--- config.mk ---
export PLATFORM = sky130hd
export DESIGN_NAME = lane_rst_seq
export DESIGN_NICKNAME = d
export VERILOG_FILES = /design/src/rtl/lrs_pkg.sv /design/src/rtl/lrs_mask_dec.sv /design/src/rtl/lrs_fsm.sv /design/src/rtl/lrs_vecfile.sv /design/src/rtl/lane_rst_seq.sv
export SDC_FILE = /design/constraint.sdc
export NUM_CORES = 1
export LEC_CHECK = 0
export BUFFER_PORTS_ARGS = -buffer_cell sky130_fd_sc_hd__buf_2
export CORE_MARGIN = 2
export CORE_UTILIZATION = 48
export DETAILED_ROUTE_END_ITERATION = 7
export GPL_TIMING_DRIVEN = 0
export PLACE_DENSITY = 0.77
export SLEW_MARGIN = 20
export SYNTH_ARGS = -nofsm -noshare
export SYNTH_HDL_FRONTEND = slang
export SYNTH_SLANG_ARGS = --single-unit
--- constraint.sdc ---
create_clock -name clk -period 1.82 [get_ports clk]
set_input_delay 0.091 -clock clk [delete_from_list [all_inputs] [get_ports clk]]
set_output_delay 0.091 -clock clk [all_outputs]
set_load 0.01 [all_outputs]
--- src/rtl/lrs_pkg.sv ---
package lrs_pkg;

    typedef enum logic [3:0] {
        ST_IDLE,
        ST_RUN_DROP,
        ST_BUSY_WAIT,
        ST_RX_SET,
        ST_TX_SET,
        ST_RX_CLR,
        ST_TX_CLR,
        ST_PR_SET,
        ST_PR_CLR,
        ST_FINISH
    } seq_state_t;

    typedef enum logic [2:0] {
        OP_NONE,
        OP_RUN_CLR,
        OP_RX_SET,
        OP_TX_SET,
        OP_RX_CLR,
        OP_TX_CLR,
        OP_PR_SET,
        OP_PR_CLR
    } vec_op_t;

endpackage

--- src/rtl/lrs_mask_dec.sv ---
module lrs_mask_dec #(
    parameter int VEC_W = 16
) (
    input  logic [VEC_W-1:0] lane_mask_i,
    output logic             legal_o,
    output logic [VEC_W-1:0] reg_mask_o
);
    localparam int GRP_W = VEC_W / 2;
    localparam logic [VEC_W-1:0] LOW_GRP  = {{(VEC_W-GRP_W){1'b0}}, {GRP_W{1'b1}}};
    localparam logic [VEC_W-1:0] HIGH_GRP = ~LOW_GRP;

    always_comb begin
        legal_o    = (lane_mask_i == LOW_GRP) || (lane_mask_i == HIGH_GRP);
        reg_mask_o = ~lane_mask_i;
    end
endmodule

--- src/rtl/lrs_fsm.sv ---
module lrs_fsm
    import lrs_pkg::*;
(
    input  logic       clk,
    input  logic       rst_n,
    input  logic       start_i,
    input  logic       legal_i,
    input  logic       lanes_busy_i,
    output seq_state_t state_o,
    output vec_op_t    op_o,
    output logic       accept_o,
    output logic       busy_o,
    output logic       done_o,
    output logic       err_o
);
    seq_state_t state_q, state_d;
    logic       err_q;

    always_ff @(posedge clk or negedge rst_n) begin
        if (!rst_n) begin
            state_q <= ST_IDLE;
            err_q   <= 1'b0;
        end else begin
            state_q <= state_d;
            if (state_q == ST_IDLE && start_i) begin
                err_q <= !legal_i;
            end
        end
    end

    always_comb begin
        state_d = state_q;
        unique case (state_q)
            ST_IDLE:      if (start_i && legal_i) state_d = ST_RUN_DROP;
            ST_RUN_DROP:  state_d = ST_BUSY_WAIT;
            ST_BUSY_WAIT: if (!lanes_busy_i) state_d = ST_RX_SET;
            ST_RX_SET:    state_d = ST_TX_SET;
            ST_TX_SET:    state_d = ST_RX_CLR;
            ST_RX_CLR:    state_d = ST_TX_CLR;
            ST_TX_CLR:    state_d = ST_PR_SET;
            ST_PR_SET:    state_d = ST_PR_CLR;
            ST_PR_CLR:    state_d = ST_FINISH;
            ST_FINISH:    state_d = ST_IDLE;
            default:      state_d = ST_IDLE;
        endcase
    end

    always_comb begin
        op_o     = OP_NONE;
        busy_o   = 1'b1;
        done_o   = 1'b0;
        accept_o = 1'b0;
        unique case (state_q)
            ST_IDLE: begin
                busy_o   = 1'b0;
                accept_o = start_i && legal_i;
            end
            ST_RUN_DROP:  op_o = OP_RUN_CLR;
            ST_BUSY_WAIT: op_o = OP_NONE;
            ST_RX_SET:    op_o = OP_RX_SET;
            ST_TX_SET:    op_o = OP_TX_SET;
            ST_RX_CLR:    op_o = OP_RX_CLR;
            ST_TX_CLR:    op_o = OP_TX_CLR;
            ST_PR_SET:    op_o = OP_PR_SET;
            ST_PR_CLR:    op_o = OP_PR_CLR;
            ST_FINISH: begin
                busy_o = 1'b0;
                done_o = 1'b1;
            end
            default:      busy_o = 1'b0;
        endcase
    end

    assign state_o = state_q;
    assign err_o   = err_q;
endmodule

--- src/rtl/lrs_vecfile.sv ---
module lrs_vecfile
    import lrs_pkg::*;
#(
    parameter int               VEC_W    = 16,
    parameter logic [VEC_W-1:0] RUN_INIT = '1,
    parameter logic [VEC_W-1:0] IO_INIT  = '0
) (
    input  logic             clk,
    input  logic             rst_n,
    input  vec_op_t          op_i,
    input  logic [VEC_W-1:0] reg_mask_i,
    input  logic [VEC_W-1:0] lane_mask_i,
    output logic [VEC_W-1:0] run_o,
    output logic [VEC_W-1:0] rx_o,
    output logic [VEC_W-1:0] tx_o,
    output logic [VEC_W-1:0] pr_o
);
    logic [VEC_W-1:0] run_q, rx_q, tx_q;

    function automatic logic [VEC_W-1:0] rmw(input logic [VEC_W-1:0] cur,
                                             input logic [VEC_W-1:0] sel,
                                             input logic             val);
        return (cur & ~sel) | ({VEC_W{val}} & sel);
    endfunction

    always_ff @(posedge clk or negedge rst_n) begin
        if (!rst_n) begin
            run_q <= RUN_INIT;
            rx_q  <= IO_INIT;
            tx_q  <= IO_INIT;
        end else begin
            unique case (op_i)
                OP_RUN_CLR: run_q <= rmw(run_q, reg_mask_i, 1'b0);
                OP_RX_SET:  rx_q  <= rmw(rx_q,  reg_mask_i, 1'b1);
                OP_TX_SET:  tx_q  <= rmw(tx_q,  reg_mask_i, 1'b1);
                OP_RX_CLR:  rx_q  <= rmw(rx_q,  reg_mask_i, 1'b0);
                OP_TX_CLR:  tx_q  <= rmw(tx_q,  reg_mask_i, 1'b0);
                default: ;
            endcase
        end
    end

    for (genvar ln = 0; ln < VEC_W; ln++) begin : g_lane_pr
        logic pr_bit_q;
        always_ff @(posedge clk or negedge rst_n) begin
            if (!rst_n) begin
                pr_bit_q <= 1'b0;
            end else if (lane_mask_i[ln]) begin
                if (op_i == OP_PR_SET)      pr_bit_q <= 1'b1;
                else if (op_i == OP_PR_CLR) pr_bit_q <= 1'b0;
            end
        end
        assign pr_o[ln] = pr_bit_q;
    end

    assign run_o = run_q;
    assign rx_o  = rx_q;
    assign tx_o  = tx_q;
endmodule

--- src/rtl/lane_rst_seq.sv ---
module lane_rst_seq
    import lrs_pkg::*;
#(
    parameter int               VEC_W    = 16,
    parameter logic [VEC_W-1:0] RUN_INIT = '1,
    parameter logic [VEC_W-1:0] IO_INIT  = '0
) (
    input  logic             clk,
    input  logic             rst_n,
    input  logic             start_i,
    input  logic [VEC_W-1:0] lane_mask_i,
    input  logic [VEC_W-1:0] lane_busy_i,
    output logic             busy_o,
    output logic             done_o,
    output logic             err_o,
    output logic [VEC_W-1:0] run_vec_o,
    output logic [VEC_W-1:0] rx_iorst_o,
    output logic [VEC_W-1:0] tx_iorst_o,
    output logic [VEC_W-1:0] pr_rst_o
);
    logic             mask_legal;
    logic [VEC_W-1:0] reg_mask_d;
    logic [VEC_W-1:0] reg_mask_q, lane_mask_q;
    logic             accept;
    seq_state_t       seq_state;
    vec_op_t          vec_op;

    lrs_mask_dec #(.VEC_W(VEC_W)) u_dec (
        .lane_mask_i (lane_mask_i),
        .legal_o     (mask_legal),
        .reg_mask_o  (reg_mask_d)
    );

    always_ff @(posedge clk or negedge rst_n) begin
        if (!rst_n) begin
            reg_mask_q  <= '0;
            lane_mask_q <= '0;
        end else if (accept) begin
            reg_mask_q  <= reg_mask_d;
            lane_mask_q <= lane_mask_i;
        end
    end

    lrs_fsm u_fsm (
        .clk          (clk),
        .rst_n        (rst_n),
        .start_i      (start_i),
        .legal_i      (mask_legal),
        .lanes_busy_i (|(lane_busy_i & reg_mask_q)),
        .state_o      (seq_state),
        .op_o         (vec_op),
        .accept_o     (accept),
        .busy_o       (busy_o),
        .done_o       (done_o),
        .err_o        (err_o)
    );

    lrs_vecfile #(
        .VEC_W    (VEC_W),
        .RUN_INIT (RUN_INIT),
        .IO_INIT  (IO_INIT)
    ) u_vec (
        .clk         (clk),
        .rst_n       (rst_n),
        .op_i        (vec_op),
        .reg_mask_i  (reg_mask_q),
        .lane_mask_i (lane_mask_q),
        .run_o       (run_vec_o),
        .rx_o        (rx_iorst_o),
        .tx_o        (tx_iorst_o),
        .pr_o        (pr_rst_o)
    );
endmodule

* Word level (Yosys, flattened, before mapping) *
Cells that the tools add are included.

storage, ports and cells
  register bits after elaboration = 101
  latch bits = 0
  RAM bits = 0
  memory bits (read-only) = 0
  bits of input ports = 35
  output and inout bits = 67
  memories kept = 0

operators by class
  $add $sub $neg = 0
  multiply operators = 0
  div/mod/pow operators = 0
  $lt $le $gt $ge = 0
  equal/unequal tests = 20
  shifts and indexed selects = 0
  muxes and demuxes = 11
  bitwise gates (word level) = 8
  reductions and logical operators = 27

operator list
  cell                                                  count
  bitwise AND 16 bit                                    4
  one-hot mux 16 bit (2 select lines)                   2
  one-hot mux 4 bit (9 select lines)                    1
  AND reduction 2 bit                                   17
  inverter 16 bit                                       2
  bitwise OR 16 bit                                     2
  one-hot mux 3 bit (7 select lines)                    1
  equality test 16 bit, second input constant           1
  equality test 16 x 8 -> 1 bit, second input constant  1
  equality test 4 x 3 -> 1 bit, second input constant   4
  OR reduction 16 bit                                   1
  equality test 3 bit, second input constant            4
  equality test 4 x 2 -> 1 bit, second input constant   2
  equality test 4 bit, second input constant            2
  two-way mux 4 bit                                     2
  OR reduction 8 bit                                    1
  equality test 3 x 2 -> 1 bit, second input constant   2
  nonzero test 2 bit                                    3
  two-way mux 1 bit                                     5
  equality test 4 x 1 -> 1 bit, second input constant   1
  logical NOT 4 bit                                     1
  inequality test 2 bit, second input constant          2
  equality test 3 x 1 -> 1 bit, second input constant   1
  logical AND 1 bit                                     2
  other kinds (2)                                       2

* Depth between registers and ports, before layout *
Gate-level depths: netlist (run 1).

  word-level depth = 5
  depth in mapped cells = 6

* Hierarchy *
Synthesis (run 1) repeated with hierarchy kept, for this count alone.

unflattened totals
  cells, all modules = 403
  area, all modules = 4,738.3 um2

modules (own cells, without submodules)
  module        times used  cells an instance  area an instance (um2)  seq. area each (um2)
  lrs_vecfile   1           263                2,815.2                 1,621.6
  lane_rst_seq  1           77                 1,421.4                 800.8
  lrs_fsm       1           36                 352.8                   125.1
  lrs_mask_dec  1           27                 148.9                   0.0

* Worst setup path after synthesis (run 1) *
Ideal clock, no wire load.

  kind = reg2reg
  from = register u_fsm.state_q[0], in the netlist u_fsm.state_o[0]
  to = register lane_mask_q[0]
  setup time = 125 ps
  data arrival time = 1,757 ps
  setup slack = -62 ps
  stages on the path, launching flop included = 7
  clock period less this slack = 1,882 ps
  cell sequence = dfrtp_1 > clkbuf_1 > or4b_1 > nor2_1 > o21ai_2 > buf_6 > mux2_4

on the way
  cells in the longest elaborated chain, start to end = 2

RTL lines
  element                 line                RTL
  start, declared         lrs_fsm.sv:16       seq_state_t state_q, state_d;
  start signal, assigned  lrs_fsm.sv:24       state_q <= state_d;
  logical NOT 4 bit       lrs_fsm.sv:53       unique case (state_q)
  two-way mux 1 bit       lrs_fsm.sv:53
  end signal, assigned    lane_rst_seq.sv:40  lane_mask_q <= lane_mask_i;
  end, declared           lane_rst_seq.sv:23  logic [VEC_W-1:0] reg_mask_q, lane_mask_q;

Every way passes these cells.
A chain may end at the register's enable or synchronous reset.

* Worst setup path in the final report (run 1) *
  from = register u_fsm.state_q[1], in the netlist u_fsm.state_o[1]
  to = register reg_mask_q[13]

on the way
  cells in the longest elaborated chain, start to end = 2

RTL lines
  element               line                RTL
  logical NOT 4 bit     lrs_fsm.sv:53
  two-way mux 1 bit     lrs_fsm.sv:53
  end signal, assigned  lane_rst_seq.sv:39  reg_mask_q <= reg_mask_d;
  end, declared         lane_rst_seq.sv:23

Every way passes these cells.

==> results of run 1 <==
-- report_power, final --
group / internal, mW / leakage (nW) / total, mW / switching, mW
clock network: 0.652 / 0.103 / 1.39 / 0.743
registers: 2.55 / 1.24 / 2.76 / 0.209
logic: 0.629 / 1.40 / 1.60 / 0.972
total: 3.83 / 2.74 / 5.75 / 1.92
-- kinds of logic (layout without fill, tap and decap cells) --
kind of cell              count (synthesis)  in the layout  share of synthesized area (%)
and+or+nand+nor                          79             79                           8.90
muxes                                    33             33                           10.2
xor gates and xnor gates                  2              2                          0.417
AOI/OAI and AO/OA                        92             92                           14.2
DFF                                     101            101                           60.6
buffers and inverters                    43            167                           5.68
-- through the flow --
step                util [%]  cells  instance area, um2  power [mW]
global route            61.0    582                5240        6.11
detailed placement      56.9    560                4890        4.21
floorplan                  -    350                4210        3.57
CTS                     59.6    577                5120        5.62
global placement        56.5    559                4850        4.14
finish                  61.0    582                5240        5.75
-- synthesized netlist by cell type --
master	instances	area [um2]
sky130_fd_sc_hd__xor2_1	1	8.76
sky130_fd_sc_hd__o221ai_1	1	8.76
sky130_fd_sc_hd__nand2b_1	4	25.0
sky130_fd_sc_hd__mux2i_1	11	110
sky130_fd_sc_hd__mux2_1	2	22.5
sky130_fd_sc_hd__buf_2	2	10.0
sky130_fd_sc_hd__or4b_1	1	10.0
sky130_fd_sc_hd__nor3b_1	1	7.51
sky130_fd_sc_hd__inv_1	11	41.3
sky130_fd_sc_hd__a22oi_1	2	15.0
sky130_fd_sc_hd__buf_4	16	120
sky130_fd_sc_hd__o21ai_0	16	80.1
sky130_fd_sc_hd__nand2_1	50	188
sky130_fd_sc_hd__nand4_1	5	31.3
sky130_fd_sc_hd__o21a_1	1	7.51
sky130_fd_sc_hd__or4_1	4	30.0
sky130_fd_sc_hd__mux2_4	19	285
sky130_fd_sc_hd__a2111oi_0	1	8.76
sky130_fd_sc_hd__or2_2	1	6.26
sky130_fd_sc_hd__a21boi_0	16	120
sky130_fd_sc_hd__dfstp_2	16	420
sky130_fd_sc_hd__nor2_1	6	22.5
sky130_fd_sc_hd__buf_6	2	22.5
sky130_fd_sc_hd__and4_1	1	8.76
sky130_fd_sc_hd__o21ai_2	1	8.76
sky130_fd_sc_hd__dfrtp_1	85	2130
sky130_fd_sc_hd__nor4_2	2	25.0
sky130_fd_sc_hd__a221oi_1	2	17.5
sky130_fd_sc_hd__a21oi_1	33	165
sky130_fd_sc_hd__a22o_1	19	166
sky130_fd_sc_hd__mux2_2	1	11.3
sky130_fd_sc_hd__xnor2_1	1	8.76
sky130_fd_sc_hd__nor3_1	4	20.0
sky130_fd_sc_hd__clkbuf_1	12	45.0
-- critical path, delay by kind of cell (launching register included) --
family | cells | cell delay [ns]
flops | 1 | 0.47
compound gates | 1 | 0.11
simple gates | 2 | 0.73
mux | 1 | 0.30
buf+inv | 1 | 0.18
-- routing by layer --
metal  vias to the layer above  track usage [%]
li1                       1450                -
met1                      1540             29.4
met2                        93             32.8
met3                        14             4.96
met4                         0             5.66
met5                         -                0
-- how the worst max path moves through the flow --
stage                                        to  slack, ns  cells past startpoint
floorplan            lane_mask_q[0]$_DFFE_PN0P_      0.003                      6
global placement                       register      -0.42                      6
detailed placement                     register      -0.47                      6
CTS                 u_vec.run_o[14]$_DFFE_PN1N_      -0.17                      5
global route         lane_mask_q[7]$_DFFE_PN0P_      -0.12                      5
finish               reg_mask_q[13]$_DFFE_PN0P_      -0.09                      5
-- cell type report --
cell class	instances	area (um2)	area share (%)
inverters	11	41.3	0.788
clock buffers	14	183	3.49
flip-flops and latches	101	2550	48.7
clock inverters	2	13.8	0.263
well taps	108	135	2.58
multi-input cells	206	1490	28.4
plain buffers	31	221	4.23
repair buffers	109	607	11.6
-- repair_timing --
item,in CTS,in global routing
endpoints found under the hold margin,51,0
resized for setup,10,22
cloned,0,0
hold buffers,1,0
pin swaps,0,1
buffers inserted,0,6
endpoints found under the setup margin,82,72
==> summary by stage, run 1 <==
Routing
In the routed design, unresolved DRC markers number 0. The number of nets with antenna violations after routing is 0. The average wire per cell in the routed design is about 17 um.

The top routing layer in use is met4. The detailed-routed wire length on met2 is approximately 4700 um. The mean number of vias per cell is ~5.3. Wire segments on met3 add up to 573 um in the final route. Detailed routing inserted a total of ~3100 vias. For this block, wires on met1 add up to approximately 4200 um. Before antenna repair, the detailed router went through 5 iterations.

The total wire length after detailed routing is 9670 um. The violation count after the first detailed-routing iteration is roughly 130.

Yosys
The synthesized netlist net count is 385. The synthesized area per cell is 12.0 um2. The number of synthesized register bits is approximately 100. The number of instances in the synthesized netlist is 350. The sequential-to-total area share from yosys stat is about three fifths.

For this run, the number of Yosys warnings is 0. The number of different library cells used by synthesis comes to 34. In this run the cell area of the synthesized design comes to between 4000 and 5000 um2.

Setup path
The critical path goes through or4b_4, nor2_4, o21ai_4, buf_8, mux2_4. The worst setup path is captured at a register. The worst register-to-register path has a depth of 5. The setup path with the least slack is of type register to register. The startpoint kind of the worst setup timing path is a register. The endpoint identified for the worst register-to-register timing path is reg_mask_q[13]$_DFFE_PN0P_.

In this run the critical register-to-register path is launched from u_fsm.state_o[1]$_DFFE_PN0P_. Data on the critical path arrives at its endpoint at 2.16 ns. Tracing the worst setup path back leads to its startpoint at u_fsm.state_o[1]$_DFFE_PN0P_. The required time at the worst-slack endpoint is 2.07 ns.

The cell with the largest stage delay on the worst path is sky130_fd_sc_hd__or4b_4. The maximum fanout along the worst path is 10. The longest individual stage delay on the worst path is 0.58 ns. The flop-to-flop setup slack is -0.09 ns.

GRT
Global routing used 20.9% of the available tracks. The first global-routing pass estimated 15800 um of wire. After global routing the overflow that remains totals 0. The via count of the first global-routing pass is 3090. The pin count of the biggest net entering global routing is 67. The number of antenna violations at the first check in global routing is 0.

Timing
Setup violations remaining at the end of the flow were counted as 19. The number of pins with negative max-slew slack in the final report is 0. The final count of hold timing violations is 0.

Of the available clock period, the critical path in the final layout requires 105%. The worst-case hold slack is 0.0175 ns. The maximum clock rate is between 500 and 600 MHz. Setup repair after global routing could not meet its margin everywhere.

At the pin with the least slew margin, the transition time is around 0.49 ns. Across the routed clock network, the largest skew measured is 0.0103 ns. The worst path in the final design needs a cycle of ~1.9 ns, including I/O delays and setup. The summed negative setup slack over all endpoints is -1.50 ns. The max-slew headroom at the worst pin is approximately 67%. The final critical-path setup slack is -0.0929 ns.

Outcome
The run finished, with violations left. The checks that failed: negative setup slack.

Pwr
The worst supply voltage drop on vdd is 0.000759 V. The power density over the cells is between 1000 and 1500 nW/um2. The analysis attributes to cell leakage a power of about 2.7 nW.

Floorplanning
The die area is between 9000 and 10000 um2. The number of cell rows is 34. The height of the die is ~98 um.

In this run the count of I/O pins placed on the die edge is a little over 100. The floorplan core area is 8590 um2. Measured along the x axis, the die boundary spans roughly 100 um. The initial core utilization is a little under 50%.

Min path
The count of cells along the worst hold path is 2. The worst-case hold path end point is lane_mask_q[15]$_DFFE_PN0P_. The path type of the worst min-delay path is primary input to register. The startpoint identified for the worst hold timing path is lane_mask_i[10].

Cells and area
The library cells used most frequently in the layout, excluding fill and tap cells, are sky130_fd_sc_hd__buf_2, sky130_fd_sc_hd__dfrtp_1, sky130_fd_sc_hd__nand2_1, sky130_fd_sc_hd__a21oi_1, sky130_fd_sc_hd__buf_4. The fraction of layout cells with a size suffix above 1 is roughly 43%. The commonest non-fill, non-tap cell in the layout is sky130_fd_sc_hd__buf_2.

The diode insertion count for antenna repair is 0. For this run, the post-layout net count is between 500 and 600. Fill cells in the final layout number 720. The synthesis-to-finish area growth is 24.6%.

CTS
The longest clock path from root to sink contains 2 buffers. Clock-pin slew was measured on the worst setup and hold paths at 0.09 ns. At the later pin of the worst-skew pair, clock insertion delay measures between 0.3 and 0.4 ns. TritonCTS built the clock tree. CTS placed an instance of sky130_fd_sc_hd__clkbuf_8 at the clock tree root. Buffers inserted during clock tree synthesis total 9. The clock drives 101 sinks. The maximum level of the CTS H-tree is 3.

Place
Timing analysis after detailed placement gives a worst setup slack of -0.469 ns. The HPWL reported at the end of detailed placement is between 6000 and 7000 um. The congestion estimate from routability-driven global placement came to between 0.8 and 0.9. The count of buffers added on input and output ports is about 100.

Run
Across the run, the number of max-cap violations was 0.
No activity file was read; power rests on OpenSTA's default activity.
==> inputs of run 2 (changes only) <==
--- a/config.mk
+++ b/config.mk
@@ -8,5 +8,5 @@
 export BUFFER_PORTS_ARGS = -buffer_cell sky130_fd_sc_hd__buf_2
 export CORE_MARGIN = 2
-export CORE_UTILIZATION = 48
+export CORE_UTILIZATION = 49
 export DETAILED_ROUTE_END_ITERATION = 7
 export GPL_TIMING_DRIVEN = 0
@@ -15,3 +15,4 @@
 export SYNTH_ARGS = -nofsm -noshare
 export SYNTH_HDL_FRONTEND = slang
+export SYNTH_HIERARCHICAL = 1
 export SYNTH_SLANG_ARGS = --single-unit
==> constraint.sdc (replaced) <==
create_clock -name clk -period 1.82 [get_ports clk]
set_input_delay 0.273 -clock clk [delete_from_list [all_inputs] [get_ports clk]]
set_output_delay 0.273 -clock clk [all_outputs]
set_load 0.01 [all_outputs]
==> run 2 against run 1 <==
The flow still finishes with violations (negative setup slack). Core utilization grew 10 points. Routed wire length grew 43%. Worst setup slack gained 0.023 ns. Worst hold slack gained 0.15 ns. Global-route usage grew 2.7 points. Flip-flop and latch count is the same. First-iteration DRC count grew 65%. Clock-buffer cell count shrank 5. Non-clock buffer count grew 44. Combinational power grew to 2.8 times the previous value. Via count grew 26%. Clock power grew 12%. Largest cell class unchanged.
==> summary by stage, run 2 <==
Yosys
For this run, the leading register cell type out of synthesis is sky130_fd_sc_hd__dfrtp_1. The xor and xnor fraction of the mapped netlist area came to 0.898% (+0.48 points). The number of library cell types mapped by synthesis is 47 (+38%). The number of synthesized register bits is 101 (unchanged). The fraction of the mapped netlist area in compound gates is 16.7% (+2.4 points). The simple-gate portion of the synthesized area is 8.77% (-0.13 points).

The mux contribution to synthesized area is 10.2% (-0.013 points). The share of async-settable or async-resettable flops after synthesis was 100% (unchanged). The number of instances in the synthesized netlist is 403 (+15%). The dominant combinational cell family by area after synthesis is compound AO/OA/AOI/OAI gates. The arithmetic-cell share of the synthesized area counting full adders, half adders and majority gates was 0% (unchanged). Yosys instantiated no cell more often than sky130_fd_sc_hd__dfrtp_1. The number of warnings issued by yosys came to 6 (+6). The total standard cell area after synthesis was 4740 um2 (+13%). The largest total area in the synthesized netlist belongs to sky130_fd_sc_hd__dfrtp_1. The area share of the largest cell type after synthesis is 44.9% (-5.7 points). By area the synthesized netlist is led by sky130_fd_sc_hd__dfrtp_1, sky130_fd_sc_hd__mux2_4, sky130_fd_sc_hd__dfstp_2. The synthesized area per cell came to 11.8 um2 (-2.1%). The sequential-to-total area share from yosys stat is 53.8% (-6.8 points). Ranked by instance count, the synthesized netlist is headed by sky130_fd_sc_hd__dfrtp_1, sky130_fd_sc_hd__o21ai_1, sky130_fd_sc_hd__nand2_1.

The synthesized netlist net count came to 438 (+14%). The count of flip-flops with a built-in enable after synthesis is 0 (unchanged).

Timing
The count of final setup violators is 27 (+8). The slew of the pin with the lowest slew margin is 0.463 ns (-0.0253 ns). The worst-case hold slack is 0.167 ns (+0.149 ns). The clock period minus final worst setup slack came to 1.89 ns (-0.0232 ns). The max-slew headroom at the worst pin was 69.0% (+1.6 points). The final critical-path setup slack is -0.0698 ns (+0.0232 ns).

The summed negative setup slack over all endpoints is -0.750 ns (+0.751 ns). The final clock period utilization by the worst path came to 104% (-1.3 points). The clock tree skew after final layout came to 0.0140 ns (+0.00363 ns). The number of pins with negative max-slew slack in the final report is 0 (unchanged). Setup repair after global routing could not meet its margin everywhere. The maximum clock rate is 529 MHz (+1.2%). The final count of hold timing violations came to 0 (unchanged).

CTS
The number of clock sinks is 101 (unchanged). The clock-pin transition on the worst setup and hold timing paths is 0.10 ns (about the same). The number of clock buffers inserted by TritonCTS came to 9 (unchanged). The maximum level of the CTS H-tree is 3 (unchanged).

The largest buffer count on any clock path is 2 (unchanged). The buffer cell driving the clock tree root is sky130_fd_sc_hd__clkbuf_8. The worst-skew pair later-pin latency is 0.37 ns (about the same).

The clock tree from TritonCTS is done.

Routing
The residual DRC count is 0 (unchanged). The mean number of vias per cell came to 5.66 (+6.3%). The routed via count is 3904 (+26%). The total wire length after detailed routing is 13800 um (+43%). The violation count after the first detailed-routing iteration is 209 (+65%). The number of search-and-repair iterations in the first detailed-routing pass was 5 (unchanged).

The number of nets with antenna violations after routing came to 0 (unchanged). The average wire per cell in the routed design was 20.0 um (+21%).

Pwr
The worst supply voltage drop on vdd is 0.000756 V (-0.44%). The internal portion of total power came to 4.92 mW (+28%). The power density over the cells is 1260 nW/um2 (+14%). The portion of total power attributed to combinational logic came to 53.4% (+26 points). The share of total power in the clock network is 18.8% (-5.4 points). The switching power is 3.41 mW (+77%). The total leakage power was 3.11 nW (+14%). The net switching share of the total power was 40.9% (+7.5 points). The fraction of power consumed by sequential logic was 27.8% (-20 points).

Setup path
The maximum fanout along the worst path is 5 (-5). The critical path goes through buf_6, xor2_2, nand2_2, or3b_1, buf_2. The worst setup path is launched from a register. The data arrival at the endpoint of the critical path came to 1.62 ns (-0.54 ns). The largest individual stage delay along the critical path comes from the cell sky130_fd_sc_hd__dfrtp_1. The critical path is of the register to output pin type.

The required time at the worst-slack endpoint is 1.55 ns (-0.52 ns). The longest individual stage delay on the worst path is 0.38 ns (-0.20 ns). STA classifies the critical path endpoint as an output pin.

GRT
The aggregate global routing overflow is 0 (unchanged). The overall global routing resource usage is 23.6% (+2.7 points). The global-route wire length before repair is 18500 um (+17%). The pin count of the biggest net entering global routing is 71 (+6.0%). The via count of the first global-routing pass came to 3605 (+17%). The number of antenna violations at the first check in global routing was 0 (unchanged).

Place
The number of port buffers is 101 (unchanged). The post-place instance area is 5440 um2 (+11%). The global placement routability congestion is 0.866 (+6.8%).

The HPWL reported at the end of detailed placement was 8240 um (+23%). The number of placed cells counting well taps is 634 (+13%).

Cells and area
The library cell used most frequently in the layout, excluding fill and tap cells, is sky130_fd_sc_hd__buf_2. The fraction of layout cells with a size suffix above 1 came to 56.0% (+13 points). The diode insertion count for antenna repair is 0 (unchanged). The final core utilization came to 71.1% (+10 points). The net count of the finished layout came to 591 (+17%). The design area came to 6630 um2 (+27%). The synthesis-to-finish area growth is 39.9%.

The top cell types in the final layout, fill and taps aside, are sky130_fd_sc_hd__buf_2, sky130_fd_sc_hd__dfrtp_1, sky130_fd_sc_hd__o21ai_1, sky130_fd_sc_hd__buf_4. The post-layout instance count excluding filler cells is 690 (+19%).

Run
The count of max-cap constraint violations is 0 (unchanged).

Floorplanning
The floorplan core area is 9330 um2 (+8.5%). The number of cell rows was 35 (+2.9%). The floorplan die width is 102 um (+4.9%). The number of I/O pins is 102 (unchanged). The initial core utilization is 50.8% (+1.9 points). The die area is 10500 um2 (+9.9%). The height of the die is 102 um (+4.9%).

Min path
In this run the worst hold path is classified as primary input to register.

Outcome
The final reports fail on negative setup slack. The run finished, with violations left.
-- run 2: cell families (layout without fill, tap and decap cells) --
| kind of cell | after synthesis | after routing |
|---|---|---|
| DFF | 101 | 101 |
| AOI/OAI and AO/OA | 112 | 112 |
| xor gates and xnor gates | 4 | 4 |
| muxes | 33 | 33 |
| and+or+nand+nor | 78 | 78 |
| buffers and inverters | 75 | 233 |
-- run 2: final cells by class --
| type | instances | area (um2) |
|---|---|---|
| buffer | 40 | 427 |
| inverter | 33 | 124 |
| timing repair buffer | 144 | 970 |
| multi-input combinational | 227 | 2180 |
| sequential | 101 | 2560 |
| tap | 129 | 161 |
| clock buffer | 9 | 124 |
| clock inverter | 7 | 90.1 |
| fill | 614 | 2700 |
-- run 2: path summary, 6_finish.rpt --
path	from	endpoint	slack, ns	depth (start not counted)
worst min-delay path	lane_mask_i[11]	lane_mask_q[11]$_DFFE_PN0P_	0.17	2
min in group asynchronous	rst_n	u_vec/g_lane_pr[9].pr_bit_q$_DFFE_PN0P_	0.34	2
worst min register to register	reg_mask_q[8]$_DFFE_PN0P_	u_vec/run_o[8]$_DFFE_PN1N_	0.47	1
worst max-delay path	u_fsm/state_o[2]$_DFFE_PN0P_	busy_o	-0.07	5
worst max register to register	u_fsm/state_o[0]$_DFFE_PN0P_	register	-0.06	9
max in group asynchronous	rst_n	u_vec/run_o[15]$_DFFE_PN1N_	0.80	3
-- run 2: metal layers --
layer | wire length (um) | vias up | GRT usage, %
met5 | 0 | - | 0
met4 | 454 | 0 | 10.6
met3 | 813 | 42 | 5.61
met2 | 6790 | 197 | 37.0
met1 | 5770 | 1949 | 31.2
li1 | - | 1716 | -
-- run 2: timing repair --
item                                    in CTS  in global routing
hold endpoints to repair                    27                  0
pin swaps                                    4                 12
cloned                                       0                  6
gates resized for setup                     30                 94
endpoints found under the setup margin      60                 91
setup buffers                               14                 21
hold buffers                                 1                  0
-- run 2: metrics by stage --
step / worst slack [ns] / power [mW]
6_report: -0.0698 / 8.33
3_5_place_dp: -0.312 / 4.64
3_3_place_gp: -0.510 / 4.60
4_1_cts: -0.0671 / 6.72
5_1_grt: -0.157 / 8.58
2_1_floorplan: 0.0356 / 3.94
-- run 2: critical path, delay by kind of cell, from the launching register on --
family                    cells  cell delay (ns)
DFF                           1             0.38
buffers and inverters         2             0.28
and+or+nand+nor               2             0.41
xor gates and xnor gates      1             0.18
-- run 2: power groups by stage --
stage	clock (mW)	combinational [mW]	sequential (mW)
4_1_cts	1.56	2.84	2.32
5_1_grt	1.65	4.60	2.32
6_report	1.56	4.45	2.32
3_5_place_dp	0	2.28	2.36
3_3_place_gp	0	2.25	2.36
2_1_floorplan	0	1.59	2.36
